### config.mk
export PLATFORM = sky130hd
export DESIGN_NAME = warm_rst_ctrl
export DESIGN_NICKNAME = d
export VERILOG_FILES = /design/src/rtl/warm_rst_pkg.sv /design/src/rtl/warm_rst_regs.sv /design/src/rtl/warm_rst_ctl.sv /design/src/rtl/warm_rst_ctrl.sv
export SDC_FILE = /design/constraint.sdc
export NUM_CORES = 1
export LEC_CHECK = 0
export BUFFER_PORTS_ARGS = -buffer_cell sky130_fd_sc_hd__buf_2
export CORE_MARGIN = 2
export CORE_UTILIZATION = 35
export CTS_CLUSTER_DIAMETER = 50
export DETAILED_ROUTE_END_ITERATION = 8
export PLACE_DENSITY = 0.68
export SLEW_MARGIN = 10
export SYNTH_ARGS = -nofsm -noshare
export SYNTH_HDL_FRONTEND = slang
export SYNTH_SLANG_ARGS = --single-unit
### constraint.sdc
create_clock -name clk -period 1.15 [get_ports clk]
set_input_delay 0.0575 -clock clk [delete_from_list [all_inputs] [get_ports clk]]
set_output_delay 0.0575 -clock clk [all_outputs]
set_load 0.01 [all_outputs]
### src/rtl/warm_rst_pkg.sv
package warm_rst_pkg;

  typedef enum logic [1:0] {
    CAUSE_NONE = 2'b00,
    CAUSE_POR  = 2'b01,
    CAUSE_SW   = 2'b10,
    CAUSE_WDT  = 2'b11
  } rstCause_e;

  // strobes from the control block to the register datapath
  typedef struct packed {
    logic warmClr;   // clear all non-preserved register bits
    logic modeWr;    // load the mode register from write data
    logic clkWr;     // load the clock control register from write data
    logic swAccept;  // software request bit may be stored as written
  } ctlStrobe_t;

  localparam logic SEL_MODE = 1'b0;
  localparam logic SEL_CLK  = 1'b1;

endpackage

### src/rtl/warm_rst_regs.sv
module warm_rst_regs
  import warm_rst_pkg::*;
#(
  parameter int REG_W   = 8,
  parameter int PMODE_W = 2,
  parameter int SW_BIT  = 3
) (
  input  logic             clk,
  input  logic             porN,
  input  ctlStrobe_t       strobe,
  input  logic [REG_W-1:0] wrData,
  output logic [REG_W-1:0] modeReg,
  output logic [REG_W-1:0] clkCtlReg
);

  localparam logic [REG_W-1:0] KEEP_MASK = {{(REG_W-PMODE_W){1'b0}}, {PMODE_W{1'b1}}};

  logic [REG_W-1:0] modeNext;

  always_comb begin
    modeNext         = wrData;
    modeNext[SW_BIT] = wrData[SW_BIT] & strobe.swAccept;
  end

  always_ff @(posedge clk or negedge porN) begin
    if (!porN) begin
      modeReg   <= '0;
      clkCtlReg <= '0;
    end else if (strobe.warmClr) begin
      modeReg   <= modeReg & KEEP_MASK;
      clkCtlReg <= '0;
    end else begin
      if (strobe.modeWr) modeReg   <= modeNext;
      if (strobe.clkWr)  clkCtlReg <= wrData;
    end
  end

endmodule

### src/rtl/warm_rst_ctl.sv
module warm_rst_ctl
  import warm_rst_pkg::*;
#(
  parameter int HOLD_CYCLES = 16
) (
  input  logic       clk,
  input  logic       porN,
  input  logic       wrEn,
  input  logic       wrSel,
  input  logic       mainClkSel,
  input  logic       oscStable,
  input  logic       wdUnderflow,
  input  logic       swPending,
  input  logic       wdRstEn,
  output ctlStrobe_t strobe,
  output logic       inReset,
  output rstCause_e  cause,
  output logic       wdIrq,
  output logic       vecFetch
);

  localparam int CNT_W = (HOLD_CYCLES > 2) ? $clog2(HOLD_CYCLES) : 1;
  localparam logic [CNT_W-1:0] CNT_LOAD = CNT_W'(HOLD_CYCLES - 1);

  logic [CNT_W-1:0] holdCnt;
  logic clkOk, swTrig, wdTrig, holdDone;

  always_comb begin
    clkOk           = mainClkSel & oscStable;
    swTrig          = !inReset & swPending;
    wdTrig          = !inReset & wdUnderflow & wdRstEn;
    holdDone        = inReset & (holdCnt == '0);
    strobe.warmClr  = inReset;
    strobe.modeWr   = !inReset & wrEn & (wrSel == SEL_MODE);
    strobe.clkWr    = !inReset & wrEn & (wrSel == SEL_CLK);
    strobe.swAccept = clkOk;
  end

  always_ff @(posedge clk or negedge porN) begin
    if (!porN) begin
      inReset  <= 1'b1;
      holdCnt  <= CNT_LOAD;
      cause    <= CAUSE_POR;
      wdIrq    <= 1'b0;
      vecFetch <= 1'b0;
    end else begin
      vecFetch <= holdDone;
      wdIrq    <= !inReset & wdUnderflow & !wdRstEn;
      if (inReset) begin
        if (holdDone) inReset <= 1'b0;
        else          holdCnt <= holdCnt - 1'b1;
      end else if (swTrig || wdTrig) begin
        inReset <= 1'b1;
        holdCnt <= CNT_LOAD;
        cause   <= swTrig ? CAUSE_SW : CAUSE_WDT;
      end
    end
  end

endmodule

### src/rtl/warm_rst_ctrl.sv
module warm_rst_ctrl
  import warm_rst_pkg::*;
#(
  parameter int          REG_W       = 8,
  parameter int          PMODE_W     = 2,
  parameter int          SW_BIT      = 3,
  parameter int          WDEN_BIT    = 0,
  parameter int          HOLD_CYCLES = 16,
  parameter int          ADDR_W      = 24,
  parameter logic [23:0] RESET_VEC   = 24'hFFFFFC
) (
  input  logic              clk,
  input  logic              porN,
  input  logic              wrEn,
  input  logic              wrSel,
  input  logic [REG_W-1:0]  wrData,
  input  logic              mainClkSel,
  input  logic              oscStable,
  input  logic              wdUnderflow,
  output logic              sysRstN,
  output logic [1:0]        rstCause,
  output logic              wdIrq,
  output logic              vecFetch,
  output logic [ADDR_W-1:0] vecAddr,
  output logic [REG_W-1:0]  modeReg,
  output logic [REG_W-1:0]  clkCtlReg
);

  ctlStrobe_t strobe;
  rstCause_e  cause;
  logic       inReset;

  warm_rst_ctl #(.HOLD_CYCLES(HOLD_CYCLES)) uCtl (
    .clk        (clk),
    .porN       (porN),
    .wrEn       (wrEn),
    .wrSel      (wrSel),
    .mainClkSel (mainClkSel),
    .oscStable  (oscStable),
    .wdUnderflow(wdUnderflow),
    .swPending  (modeReg[SW_BIT]),
    .wdRstEn    (clkCtlReg[WDEN_BIT]),
    .strobe     (strobe),
    .inReset    (inReset),
    .cause      (cause),
    .wdIrq      (wdIrq),
    .vecFetch   (vecFetch)
  );

  warm_rst_regs #(.REG_W(REG_W), .PMODE_W(PMODE_W), .SW_BIT(SW_BIT)) uRegs (
    .clk      (clk),
    .porN     (porN),
    .strobe   (strobe),
    .wrData   (wrData),
    .modeReg  (modeReg),
    .clkCtlReg(clkCtlReg)
  );

  assign sysRstN  = !inReset;
  assign rstCause = cause;
  assign vecAddr  = vecFetch ? ADDR_W'(RESET_VEC) : '0;

endmodule

==> metrics list <==
* Status: finished with violations
* Violations in the final reports: negative setup slack
* Crit-path cells: or2b_1, o22a_1, o21a_1
* Post-route design area: 1780 µm²
- Global-route wire length before repair: ~4.4 mm
- Async set-reset flop share out of synthesis: 100%
- The detail route stage leaves a number of antenna-violating nets equal to 0.
- The first routing iteration left 18 violations.
- Buffering stage count on the worst path with inverters included: 0
- STA classifies the critical path endpoint as a register.
* Post-synthesis cell type count: 28
* Pre-CTS worst setup slack: -0.113 ns
- The synthesized design spends more area on one cell type than any other, namely dfrtp_1.
- Placed instance area: 1540 µm²
- The worst hold path passes through 3 cells.
- Die Wd: 64.7 µm
- Synthesis handed over a netlist of 130 instances.
* Floorplan core area: 3610 µm²
- For the worst-skew pair, the clock arrives at the later sink with an insertion delay of about 0.27 ns.
* Global route total overflow: 0
* Ratio of final minimum period to clock period: 110%
- Synth top area cells: dfrtp_1 37%, buf_4 16%, dfstp_2 12%
* Max Transition Viols Final: 0
* CTS sink count: 25
- The tool flagged a number of max-cap violations equal to 0.
- Number of endpoints failing setup at the final stage: 14
- The first TritonRoute pass finished after 4 iterations.
- Worst Hold Launch: wrData[2]
- During synthesis, Yosys emitted a total of 0 warnings.
- The count of final hold-check violations came to 0.
- Setup repair after global routing could not meet its margin everywhere.
- Worst clock skew: approximately 0.0081 ns
- In this run the number of H-tree levels came out at 1.
- The worst register-to-register path ends at uCtl.holdCnt[1].
- Max stage delay cell, worst path: dfstp_2
- Boundary pin count: 60
- Min setup slack post-route: -0.115 ns
- Summed over all nets, the half-perimeter wirelength after detailed placement is 1.97 mm.
* Number of core rows: 22
- Of all nets on the critical path, the largest fanout is 3.
- Grouping stages by cell kind, the critical path spends the most delay in flip-flops.
* Hold/Removal Path Class: input pin to register
- Reg2reg path depth: 3
- Among all flip-flop cells after synthesis, the most frequent one is dfrtp_1.
* Initial standard-cell utilization of the core: 35.8%
- Tot GR Track Use: 13.3%
- The final route contains 1087 vias.
- Sequential share of the synthesized area: 49.1%
- Data arrives at the worst endpoint at between 1 and 1.5 ns.
- Remaining DRCs: 0
* Count of placed standard cells in the final layout, fillers left out: 233
- The floorplan step defined a die boundary enclosing between 4000 and 5000 µm².
- In the post-synthesis netlist, the cell with the most instances is buf_4.
- Maximum buffer depth of the clock tree: 2
- Post-synth EDFFs: 0
- Using the TritonRoute via totals, the vias-per-cell ratio works out to approximately 4.7.
- Data required time at the worst endpoint: between 1 and 1.5 ns
- Post-Syn Area per Cell: 9.92 µm²
* Buffer cell driving the clock tree root: clkbuf_8
- From bottom edge to top edge, the die measures about 65 µm.
- The number of antenna diodes in the final layout is 0.
- In this run the register-to-register setup slack is -0.12 ns.
- Number of global-route vias before repair: 1023
* Mapped Area: ~1300 µm²
* Top post-synthesis cells by count: 28 x buf_4, 19 x dfrtp_1, 19 x nand2_1
* Worst hold endpoint: uRegs.modeReg[2]
- Count of filler cells inserted in the layout: between 300 and 400
- Number of synthesized register bits: 25
- Reg2Reg Launch Point: uCtl.inReset
* Number of buffers created by CTS: 3
- Number of antenna violations at the first check in global routing: 0
- In this run, placement finished with an instance count of 221.
- Post-CTS clock slew at the launch and capture registers of the worst setup and hold paths: 0.10 ns
* Worst Max-Slew Pin Slew: 0.545 ns
* Mean routed wirelength per cell: 12.1 µm
* Layout-stage area growth over the synthesis result: 37.6%
* Clock tree from TritonCTS: built
* VDD IR max: ~1.1 mV
- Largest net degree at the start of global routing: 26
* P_leak: ~0.94 nW
- Power spread over the standard cell area amounts to about 2000 nW/µm².
* Share of the core filled with cells: just under 50%
* Relative slew slack: a little under two thirds
- Largest stage delay on the critical path: around 0.55 ns
- Type of origin of the critical path: register
* Routed wire length: ~2.8 mm
* Ratio of cells with drive above 1 in the final layout: 60.0%
* Final min period: 1.27 ns
- For this run, the post-layout net count is a little over 200.
- The congestion estimate from routability-driven global placement came to around 0.72.
- Number of buffers inserted by port buffering: 57
- Achievable clock frequency: about 0.79 GHz
- Crit Path Category: register to register
- In this run the biggest area consumer among cell types represents 36.9% of the synthesized area.
==> kinds of logic after synthesis <==
group | count (synthesis) | share of synthesized area [%]
multiplexers | 3 | 2.52
other | 1 | 0.291
flip-flops | 25 | 49.1
adder cells (fa/ha/maj) | 2 | 1.94
AND/OR/NAND/NOR | 39 | 15.0
AO/OA/AOI/OAI | 25 | 11.5
buffers and inverters | 35 | 19.6
==> worst reg2reg max path, delay by kind of cell (launching register included) <==
family | cells | cell delay, ns
AO/OA/AOI/OAI | 2 | 0.41
flip-flops | 1 | 0.55
AND/OR/NAND/NOR | 1 | 0.24
==> metal layers <==
layer / vias up / routed length [µm] / global-route usage [%] / part of all wire, %
li1: 520 / - / - / -
met1: 515 / 1210 / 16.3 / 43
met2: 50 / 1410 / 22.9 / 50
met3: 2 / 185 / 2.08 / 6.6
met4: 0 / 15 / 5.85 / 0.53
met5: - / 0 / 0 / 0
==> per-stage QoR <==
| stage | TNS [ns] | hold slack [ns] | power (mW) |
|---|---|---|---|
| finish | -1.09 | 0.00287 | 3.56 |
| detailed placement | -0.919 | 0.0842 | 2.59 |
| floorplan | -0.205 | -0.238 | 2.08 |
| global route | -1.67 | 0.00449 | 3.79 |
| global placement | -0.439 | 0.0785 | 2.55 |
| CTS | -1.02 | 0.00117 | 3.36 |
==> flip-flops by register name, indices dropped and copies added, names as in the netlist <==
name,cells
uCtl.holdCnt,4
uCtl.inReset,1
uCtl.vecFetch,1
uRegs.clkCtlReg,8
uCtl.cause,2
uRegs.modeReg,8
uCtl.wdIrq,1
==> cell type report <==
| cell class | count | area, µm² | share of cell area, % |
|---|---|---|---|
| sequential | 25 | 634 | 35.7 |
| multi-input combinational | 71 | 500 | 28.2 |
| tap | 48 | 60.1 | 3.38 |
| inverter | 4 | 22.5 | 1.27 |
| timing repair buffer | 81 | 508 | 28.6 |
| clock buffer | 3 | 41.3 | 2.33 |
| clock inverter | 1 | 8.76 | 0.493 |
==> layout by cell type, fill, tap and decap left out, drive strengths merged, types with 3 or more instances in the layout <==
cell,n
o21ai,6
dfstp,6
nor2,3
nand2,19
nand3,8
inv,5
clkbuf,3
dfrtp,19
nor3b,3
buf,80
a21oi,10
==> repair_timing <==
action	in CTS	in global routing
endpoints found under the hold margin	19	0
pin swaps	3	9
resized for setup	13	26
setup endpoints to repair	38	17
hold buffers	1	0
buffers inserted	2	5
cloned	0	1
==> power by group <==
group          switching [mW]  leakage, nW  total (mW)  internal [mW]
clock                   0.297       0.0261       0.551          0.254
sequential              0.162        0.317        1.33           1.17
combinational           0.782        0.593        1.68          0.896
total                    1.24        0.937        3.56           2.32
==> worst max path at each step <==
stage | start | endpoint | slack, ns | depth (start not counted)
after detailed placement | uCtl.inReset | uCtl.holdCnt[1] | -0.11 | 3
after global placement | uCtl.inReset | uCtl.holdCnt[1] | -0.09 | 3
after floorplan | uCtl.inReset | uCtl.holdCnt[0] | -0.06 | 3
after CTS | uCtl.inReset | uCtl.holdCnt[1] | -0.12 | 3
after global routing | uCtl.inReset | uCtl.holdCnt[0] | -0.17 | 3
final | uCtl.inReset | uCtl.holdCnt[1] | -0.12 | 3
Power figures use the tool's default switching activity.
